## config.mk

```make
export PLATFORM = sky130hd
export DESIGN_NAME = spi_qcs_master
export DESIGN_NICKNAME = d
export VERILOG_FILES = /design/src/rtl/spi_qcs_pkg.sv /design/src/rtl/spi_qcs_fifo.sv /design/src/rtl/spi_qcs_engine.sv /design/src/rtl/spi_qcs_master.sv
export SDC_FILE = /design/constraint.sdc
export NUM_CORES = 1
export LEC_CHECK = 0
export ABC_CLOCK_PERIOD_IN_PS = 9700
export BUFFER_PORTS_ARGS = -buffer_cell sky130_fd_sc_hd__clkbuf_2
export CORE_UTILIZATION = 45
export CTS_CLUSTER_DIAMETER = 60
export DETAILED_ROUTE_END_ITERATION = 8
export GPL_TIMING_DRIVEN = 0
export HOLD_SLACK_MARGIN = 0.08
export PLACE_DENSITY_LB_ADDON = 0.12
export SETUP_SLACK_MARGIN = 0.4
export SLEW_MARGIN = 25
export SYNTH_ARGS = -nofsm -noshare
export SYNTH_HDL_FRONTEND = slang
export SYNTH_SLANG_ARGS = --single-unit
```

## constraint.sdc

```tcl
create_clock -name clk -period 9.7 [get_ports clk]
set_input_delay 1.455 -clock clk [delete_from_list [all_inputs] [get_ports clk]]
set_output_delay 1.455 -clock clk [all_outputs]
set_load 0.01 [all_outputs]
```

## src/rtl/spi_qcs_pkg.sv

```systemverilog
`timescale 1ns/1ps
package spi_qcs_pkg;
  // Engine states: waiting for a word, shifting, holding select before release.
  typedef enum logic [1:0] {
    ENG_IDLE  = 2'd0,
    ENG_SHIFT = 2'd1,
    ENG_HOLD  = 2'd2
  } eng_state_t;
endpackage

```

## src/rtl/spi_qcs_fifo.sv

```systemverilog
`timescale 1ns/1ps
module spi_qcs_fifo #(
  parameter int WIDTH = 16,
  parameter int DEPTH = 4
) (
  input  logic             clk,
  input  logic             rst,
  input  logic             push,
  input  logic [WIDTH-1:0] wdata,
  input  logic             pop,
  output logic [WIDTH-1:0] rdata,
  output logic             full,
  output logic             empty
);
  localparam int AW = (DEPTH > 1) ? $clog2(DEPTH) : 1;
  localparam int CW = $clog2(DEPTH + 1);

  logic [WIDTH-1:0] mem [DEPTH];
  logic [AW-1:0]    wr_ptr, rd_ptr;
  logic [CW-1:0]    count;
  logic             do_push, do_pop;

  function automatic logic [AW-1:0] step(input logic [AW-1:0] p);
    return (p == AW'(DEPTH - 1)) ? '0 : p + 1'b1;
  endfunction

  assign do_push = push && !full;
  assign do_pop  = pop && !empty;

  // Storage has no reset so it maps onto RAM.
  always_ff @(posedge clk) begin
    if (do_push) mem[wr_ptr] <= wdata;
  end

  always_ff @(posedge clk) begin
    if (rst) begin
      wr_ptr <= '0;
      rd_ptr <= '0;
      count  <= '0;
    end else begin
      if (do_push) wr_ptr <= step(wr_ptr);
      if (do_pop)  rd_ptr <= step(rd_ptr);
      case ({do_push, do_pop})
        2'b10:   count <= count + 1'b1;
        2'b01:   count <= count - 1'b1;
        default: count <= count;
      endcase
    end
  end

  assign rdata = mem[rd_ptr];
  assign full  = (count == CW'(DEPTH));
  assign empty = (count == '0);

  // occupancy never exceeds the depth
  a_r8_count_in_range: assert property (@(posedge clk) disable iff (rst)
    count <= CW'(DEPTH));
  // a push into a full queue leaves the write side untouched
  a_r8_full_refuses: assert property (@(posedge clk) disable iff (rst)
    (full && push && !pop) |=> (full && $stable(wr_ptr)));
endmodule

```

## src/rtl/spi_qcs_engine.sv

```systemverilog
`timescale 1ns/1ps
module spi_qcs_engine
  import spi_qcs_pkg::*;
#(
  parameter int WORD_W = 16,
  parameter int DIV_W  = 8
) (
  input  logic              clk,
  input  logic              rst,
  input  logic [DIV_W-1:0]  half_div,
  input  logic [WORD_W-1:0] tx_word,
  input  logic              tx_avail,
  output logic              tx_take,
  output logic [WORD_W-1:0] rx_word,
  output logic              rx_push,
  output logic              sclk,
  output logic              mosi,
  input  logic              miso,
  output logic              cs_n,
  output logic              busy
);
  localparam int BW = (WORD_W > 2) ? $clog2(WORD_W) : 1;
  localparam logic [BW-1:0] LAST_BIT = BW'(WORD_W - 1);

  eng_state_t          state;
  logic [DIV_W-1:0]    div_cnt, hd;
  logic [BW-1:0]       bit_cnt;
  logic [WORD_W-2:0]   tx_rest;
  logic [WORD_W-2:0]   rx_sh;
  logic                tick, rise_now, fall_now, word_end;

  assign hd       = (half_div == '0) ? DIV_W'(1) : half_div;
  assign tick     = (state != ENG_IDLE) && (div_cnt == hd - 1'b1);
  assign rise_now = (state == ENG_SHIFT) && tick && !sclk;
  assign fall_now = (state == ENG_SHIFT) && tick && sclk;
  assign word_end = fall_now && (bit_cnt == LAST_BIT);

  assign tx_take = tx_avail && (((state == ENG_IDLE)) || word_end);
  assign rx_word = {rx_sh, miso};
  assign rx_push = rise_now && (bit_cnt == LAST_BIT);

  always_ff @(posedge clk) begin
    if (rst || state == ENG_IDLE || tick) div_cnt <= '0;
    else                                  div_cnt <= div_cnt + 1'b1;
  end

  always_ff @(posedge clk) begin
    if (rst) begin
      state   <= ENG_IDLE;
      sclk    <= 1'b0;
      mosi    <= 1'b0;
      cs_n    <= 1'b1;
      busy    <= 1'b0;
      bit_cnt <= '0;
      tx_rest <= '0;
      rx_sh   <= '0;
    end else begin
      case (state)
        ENG_IDLE: begin
          if (tx_avail) begin
            mosi    <= tx_word[WORD_W-1];
            tx_rest <= tx_word[WORD_W-2:0];
            bit_cnt <= '0;
            cs_n    <= 1'b0;
            busy    <= 1'b1;
            state   <= ENG_SHIFT;
          end
        end
        ENG_SHIFT: begin
          if (rise_now) begin
            sclk  <= 1'b1;
            rx_sh <= rx_word[WORD_W-2:0];
          end else if (fall_now) begin
            sclk <= 1'b0;
            if (bit_cnt == LAST_BIT) begin
              bit_cnt <= '0;
              if (tx_avail) begin
                mosi    <= tx_word[WORD_W-1];
                tx_rest <= tx_word[WORD_W-2:0];
              end else begin
                state <= ENG_HOLD;
              end
            end else begin
              bit_cnt <= bit_cnt + 1'b1;
              mosi    <= tx_rest[WORD_W-2];
              tx_rest <= tx_rest << 1;
            end
          end
        end
        ENG_HOLD: begin
          if (tick) begin
            cs_n  <= 1'b1;
            busy  <= 1'b0;
            state <= ENG_IDLE;
          end
        end
        default: state <= ENG_IDLE;
      endcase
    end
  end

  // data is steady whenever the serial clock rises
  a_r3_mosi_steady_at_rise: assert property (@(posedge clk) disable iff (rst)
    $rose(sclk) |-> $stable(mosi));
  // no clock activity outside a select window
  a_r11_clock_only_selected: assert property (@(posedge clk) disable iff (rst)
    cs_n |-> !sclk);
  // select cannot rise while a word is being shifted
  a_r5_select_held_in_word: assert property (@(posedge clk) disable iff (rst)
    (state == ENG_SHIFT) |=> !cs_n);
  // busy mirrors the select window
  a_r10_busy_tracks_select: assert property (@(posedge clk) disable iff (rst)
    busy == !cs_n);
endmodule

```

## src/rtl/spi_qcs_master.sv

```systemverilog
`timescale 1ns/1ps
module spi_qcs_master #(
  parameter int WORD_W     = 16,
  parameter int FIFO_DEPTH = 4,
  parameter int DIV_W      = 8
) (
  input  logic              clk,
  input  logic              rst,
  input  logic [DIV_W-1:0]  half_div,
  input  logic [WORD_W-1:0] tx_data,
  input  logic              tx_push,
  output logic              tx_not_full,
  output logic              tx_empty,
  output logic [WORD_W-1:0] rx_data,
  input  logic              rx_pop,
  output logic              rx_valid,
  output logic              rx_overflow,
  output logic              sclk,
  output logic              mosi,
  input  logic              miso,
  output logic              cs_n,
  output logic              busy
);
  logic [WORD_W-1:0] txq_head, eng_rx_word;
  logic              txq_full, txq_empty, eng_take;
  logic              eng_rx_push, rxq_full, rxq_empty;

  spi_qcs_fifo #(.WIDTH(WORD_W), .DEPTH(FIFO_DEPTH)) u_txq (
    .clk(clk), .rst(rst),
    .push(tx_push), .wdata(tx_data),
    .pop(eng_take), .rdata(txq_head),
    .full(txq_full), .empty(txq_empty)
  );

  spi_qcs_engine #(.WORD_W(WORD_W), .DIV_W(DIV_W)) u_eng (
    .clk(clk), .rst(rst), .half_div(half_div),
    .tx_word(txq_head), .tx_avail(!txq_empty), .tx_take(eng_take),
    .rx_word(eng_rx_word), .rx_push(eng_rx_push),
    .sclk(sclk), .mosi(mosi), .miso(miso), .cs_n(cs_n), .busy(busy)
  );

  spi_qcs_fifo #(.WIDTH(WORD_W), .DEPTH(FIFO_DEPTH)) u_rxq (
    .clk(clk), .rst(rst),
    .push(eng_rx_push), .wdata(eng_rx_word),
    .pop(rx_pop), .rdata(rx_data),
    .full(rxq_full), .empty(rxq_empty)
  );

  // Sticky drop flag: setting wins over a same-cycle pop.
  always_ff @(posedge clk) begin
    if (rst)                          rx_overflow <= 1'b0;
    else if (eng_rx_push && rxq_full) rx_overflow <= 1'b1;
    else if (rx_pop)                  rx_overflow <= 1'b0;
  end

  assign tx_not_full = !txq_full;
  assign tx_empty    = txq_empty;
  assign rx_valid    = !rxq_empty;

  // a word arriving at a full receive queue raises the flag
  a_r9_drop_sets_flag: assert property (@(posedge clk) disable iff (rst)
    (eng_rx_push && rxq_full) |=> rx_overflow);
  // the flag holds until the host pops
  a_r9_flag_sticky: assert property (@(posedge clk) disable iff (rst)
    (rx_overflow && !rx_pop) |=> rx_overflow);
endmodule

```

==> results of run 1 <==
## tightest hold or removal path, stage by stage (launching register included)
cell     delay (ns)
dfxtp_1        0.31
nand2_1        0.05
a21oi_1        0.07
## final cells by class
cell class / instances / share of cell area (%)
Buffer: 27 / 1.37
Clock inverter: 11 / 1.51
Inverter: 16 / 0.646
Sequential cell: 195 / 55.7
Timing Repair Buffer: 51 / 2.74
Multi-Input combinational cell: 342 / 30.2
Clock buffer: 21 / 4.73
Tap cell: 225 / 3.03
## final timing paths
kind / startpoint / end
worst max register to register: u_eng.div_cnt[3]$_SDFF_PP0_ / u_rxq.mem[1][1]$_DFFE_PP_
worst max-delay path: half_div[3] / u_rxq.mem[1][1]$_DFFE_PP_
worst min-delay path: u_rxq.rd_ptr[1]$_SDFFE_PP0P_ / flip-flop
worst min register to register: u_rxq.rd_ptr[1]$_SDFFE_PP0P_ / flip-flop
## state kept, by name, summed over array words and instances (netlist names), 3 cells and up, named ones only
register and cells:
u_eng.tx_rest 15, u_eng.bit_cnt 4, u_eng.div_cnt 8, u_eng.rx_sh 15, u_rxq.mem 64, u_txq.count 3
u_rxq.count 3, u_txq.mem 64
## metal layers
metal  track usage, %  vias to the layer above  routed length (um)
met5                0                        -                   0
met2             29.6                      103                7540
li1                 -                     2318                   -
met4             7.20                        0                 240
met1             22.7                     2356                6780
met3             3.67                       21                 659
## report_power, final
group	internal, mW	switching, mW	total [mW]
clock	0.388	0.312	0.700
sequential	0.957	0.0418	0.999
combinational	0.208	0.277	0.486
total	1.55	0.631	2.18
## kinds of logic after synthesis
| group | count (synthesis) | synth area share [%] |
|---|---|---|
| simple gates | 164 | 9.81 |
| compound gates | 65 | 5.37 |
| xor+xnor | 16 | 1.71 |
| buf+inv | 43 | 2.29 |
| flops | 195 | 63.3 |
| mux | 80 | 14.7 |
| fa+ha+maj | 17 | 2.78 |
## cell usage after synthesis (2+ instances only)
cell type and number:
a21o_1 2, a21oi_1 22, and2_1 2, and3_1 13, buf_1 5, buf_8 2
clkbuf_1 19, dfxtp_1 67, edfxtp_1 128, fa_1 2, ha_1 15, inv_1 16
mux2i_1 47, mux4_2 32, nand2_1 31, nand2b_1 5, nand3_1 14, nand4_1 4
nor2_1 60, nor2b_1 3, nor3_1 10, nor4_1 2, o2111a_1 2, o211ai_1 2
o21ai_0 22, or2_2 4, or3_1 6, or4_1 2, xnor2_1 7, xor2_1 9
## per-stage QoR
stage	setup slack, ns	utilization, %
after floorplan	5.05	-
after global placement	4.39	49.7
after detailed placement	4.31	49.7
after CTS	4.77	53.0
after global routing	4.47	53.0
final	4.83	53.0
==> results.cfg, run 1 <==
[flow_run]
maxCapViolations = 0

[layout]
layout-drive-gt1-share_pct = 19.0
final_cell_mix = 128 x edfxtp_1, 67 x dfxtp_1, 60 x nor2_1
regArea_sq_mm = 0.00518
layout_commonest_cell = edfxtp_1
final_cell_area_sq_mm = 0.00930
nNetsFinal = 696
fillCellCount = 1482
diodes = 0
syn2layout_area_growth_pct = 13.7
instances_no_fill = 888
multi_input_area_sq_mm = 0.00281

[yosys]
synth_nets = 626
synth_edf_count = 128
syn_area_sq_mm = 0.00819
synthCells = 580
yosysWarnings = 0
ys_types = 55
ys_ff_latch = 195
yosysSeqAreaShare_pct = 63.3
async_flop_share_pct = 0
synthFlopType = edfxtp_1
syn_avg_cell_area_sq_um = 14.1
yosys-top-cells-area = edfxtp_1 47%, dfxtp_1 16%, mux4_2 8.8%, mux2i_1 5.7%, nor2_1 2.8%
synth_top_area_share_pct = 47.0
synth_top_area_cell = edfxtp_1

[place]
portBuffers = 51
dpl.hpwl_um = 10100
post-place-cells = 856
place_area_sq_mm = 0.00872
gp_congestion = 0.803

[grt]
grt_overflow = 0
grt_pass1_wl_um = 24900
grtUsageTotal_pct = 17.8
grt_max_degree = 19
antenna_found_initial = 0
grt_pass1_vias = 4882

[clocking]
htree_levels = 4
cts_sinks = 195
cts_buffers = 17
clk_latency_ns = 0.43
clkTransAtPathRegs_ns = 0.07
clock_path_buffers = 2
cts_setup_buffers = 0
cts_tree = built
ctsRootBufferMaster = clkbuf_16
cts-resized-gates = 0
cts_hold_buf = 0

[sta]
finalMaxSlewViolations = 0
fmax_ghz = 0.205
setup_viol = 0
hold_viol_final = 0
tightest_slew_ns = 0.932
tns_ns = 0
grt_setup_unrepaired = no
fin_hold_ws_ns = 0.482
max_slew_margin_pct = 37.9
clock_skew_ns = 0.00950
post-route-period-util_pct = 50.2
layout_min_cycle_time_ns = 4.87

[pwr]
peakVddDrop_mv = 0.140
power_per_cell_area_mw_per_mm2 = 235
leakage_nw = 3.40
p_total_mw = 2.18

[setup_path]
reg2regPathDepth = 7
end_kind = flip-flop
regToRegSetupSlack_ns = 6.30
critPathArrivalTime_ns = 4.92
crit_slowest_cell = and3_1
cp_num_buf_inv = 1
crit_chain = clkbuf_2 > nor4_1 > a21oi_1 > ha_1 > and2_1 > o21a_1 > o21ai_0 > o2111a_1 > nand3_1 > nor3_1 > and3_1
critPathKind = in2reg
required_ns = 9.75
path_depth = 11
critical_path.max_stage_delay_ns = 0.86
critPathLaunchType = input pin
cp_max_fo = 16
critPathTopFamily = simple AND/OR/NAND/NOR gates

[route]
ant_nets = 0
wire_per_inst_um = 17.1
wirelength_um = 15200
dr.pass1.iters = 5
remaining_drc_errors = 0
drt_first_iter_violations = 229
via_per_inst = 5.40
vias = 4798

[worst_hold_path]
hold_depth = 2
hp-class = reg2reg

[floorplan]
design.core.area_sq_mm = 0.0175
ioPinCount = 53
row_count = 48
initial_core_util_pct = 46.7
die_area_sq_mm = 0.0187
fp.dieW_um = 137
chipHeight_um = 137

[outcome]
status = completed
Power figures use the tool's default switching activity.
==> run 2, diff against run 1 <==
ABC_CLOCK_PERIOD_IN_PS = 4000   (was 9700)
clock period = 4 ns   (was 9.7 ns; I/O delays follow)
==> run 2 against run 1 <==
  * Worst hold slack got worse by 0.097 ns
  * Combinational power increased to 2.5 times the previous value
  * Final cell count up 0.68%
  * Flip-flop and latch count stayed put
  * First-iteration DRC count down 6.6%
  * Count of clock-buffer cells in the layout shrank 4
  * Register-to-register slack got worse by 5.5 ns
  * Utilization rose by 1.1 points
  * Worst setup slack worse by 4.4 ns
  * Die area is the same
  * Critical endpoint is now u_txq.count[2]$_SDFFE_PP0P_
  * Clock power rose by 150%
==> results.cfg, run 2 (synthesis gave the netlist of run 1 again) <==
[place]
post-place-ws_ns = -0.341
gp_congestion = 0.767
place_area_sq_mm = 0.00874
portBuffers = 51
dpl.hpwl_um = 10000

[setup_path]
reg2regPathDepth = 12
critPathArrivalTime_ns = 3.89
cp_max_fo = 6
required_ns = 4.36
worstReg2RegStart = u_eng.div_cnt[3]$_SDFF_PP0_
end_kind = flip-flop
r2r_end = u_txq.count[2]$_SDFFE_PP0P_
critPathKind = in2reg
regToRegSetupSlack_ns = 0.76
critPathLaunchType = input pin

[layout]
fillCellCount = 1447
layout-drive-gt1-share_pct = 23.0
final_cell_area_sq_mm = 0.00950
diodes = 0
layout_commonest_cell = edfxtp_1
nNetsFinal = 702
top_regs = u_rxq.mem (64), u_txq.mem (64)
syn2layout_area_growth_pct = 16.0
final_cell_mix = 128 x edfxtp_1, 67 x dfxtp_1, 60 x nor2_1

[route]
drt_first_iter_violations = 214
via_per_inst = 5.40
wire_per_inst_um = 16.8
vias = 4825
remaining_drc_errors = 0
ant_nets = 0
wirelength_um = 15100
dr.pass1.iters = 4

[grt]
use_met1_pct = 21.3
grt_overflow = 0
use_met3_pct = 4.33
grt_max_degree = 21
grt_pass1_wl_um = 24400
grtUsageTotal_pct = 17.5
grt_use_met2_pct = 30.5
antenna_found_initial = 1
grt_pass1_vias = 4900
top_usage_layer = met2

[pwr]
power_per_cell_area_mw_per_mm2 = 565
leakage_nw = 3.45
p_total_mw = 5.37
peakVddDrop_mv = 0.383

[floorplan]
ioPinCount = 53
fp.dieW_um = 137
row_count = 48
chipHeight_um = 137
initial_core_util_pct = 46.7
design.core.area_sq_mm = 0.0175
die_area_sq_mm = 0.0187

[clocking]
cts_sinks = 195
ctsRootBufferMaster = clkbuf_16
clk_latency_ns = 0.43
cts_hold_buf = 0
cts_buffers = 17
clock_path_buffers = 2
htree_levels = 4
clkTransAtPathRegs_ns = 0.08
cts_tree = built

[sta]
fmax_ghz = 0.283
fin_ws_ns = 0.470
tightest_slew_ns = 0.899
layout_min_cycle_time_ns = 3.53
grt_setup_unrepaired = yes
post-route-period-util_pct = 88.3
max_slew_margin_pct = 40.0
setup_viol = 0
clock_skew_ns = 0.0104
hold_viol_final = 0
finalMaxSlewViolations = 0

[outcome]
status = completed

[flow_run]
maxCapViolations = 0

[worst_hold_path]
hold_depth = 1
hold_start = tx_data[11]
hp-class = in2reg
min_to = u_txq.mem[1][11]$_DFFE_PP_
-- run 2: cell count changes in the layout (fill, tap and decap cells not counted), moves of 3 or more --
cell / delta
and3_1: -4
clkinv_8: +4
inv_8: +3
a21oi_1: -3
clkbuf_1: -4
and3_2: +4
buf_4: +6
inv_6: -4
-- run 2: stage by stage --
stage               hold WS (ns)  std cells  TNS, ns  util [%]
finish                     0.385        894        0      54.2
CTS                        0.371        889        0      53.5
detailed placement         0.486        856   -20.74      49.9
global placement           0.468        856   -20.59      49.9
floorplan                  0.454        580        0         -
global route               0.370        894        0      54.2
-- run 2: worst max-delay path: stages --
cell      delay, ns
buf_8          0.10
nor4_4         0.33
a21oi_2        0.10
ha_1           0.22
and2_1         0.18
o21a_1         0.19
o21ai_1        0.27
o2111a_2       0.34
nand3_4        0.13
a21oi_4        0.17
ha_2           0.20
inv_2          0.04
fa_2           0.36
xor2_2         0.18
or3_1          0.36
a21oi_2        0.11
-- run 2: final cells by class --
cell class | instances | area [sq um] | share of cell area (%)
repair buffers | 57 | 320 | 3.37
multi-input cells | 342 | 2910 | 30.6
flip-flops and latches | 195 | 5180 | 54.6
plain buffers | 27 | 129 | 1.36
clock buffers | 17 | 425 | 4.48
clock inverters | 15 | 189 | 1.99
well taps | 225 | 282 | 2.96
inverters | 16 | 60.1 | 0.632
-- run 2: timing repair --
| item | CTS | global route |
|---|---|---|
| pin swaps | 3 | 11 |
| setup buffers | 1 | 5 |
| resized for setup | 9 | 24 |
| setup endpoints to repair | 67 | 13 |
-- run 2: worst max path at each step --
stage | cells after the start | slack [ns] | end | start
CTS | 16 | 0.41 | u_txq.count[2]$_SDFFE_PP0P_ | half_div[4]
finish | 16 | 0.47 | u_txq.count[2]$_SDFFE_PP0P_ | half_div[4]
global route | 16 | 0.33 | u_txq.count[2]$_SDFFE_PP0P_ | half_div[4]
floorplan | 15 | 0.41 | u_txq.count[2]$_SDFFE_PP0P_ | half_div[3]
detailed placement | 11 | -0.34 | u_rxq.mem[3][0]$_DFFE_PP_ | half_div[3]
global placement | 11 | -0.32 | u_rxq.mem[3][13]$_DFFE_PP_ | half_div[3]
-- run 2: per-layer routing --
metal | vias to the layer above | share of wire (%)
li1 | 2338 | -
met1 | 2379 | 45
met2 | 88 | 50
met3 | 18 | 3.6
met4 | 2 | 1.5
met5 | - | 0.073
-- run 2: power breakdown --
group | switching, mW | internal [mW]
registers | 0.0991 | 2.32
logic | 0.694 | 0.529
clock network | 0.823 | 0.903
total | 1.62 | 3.75
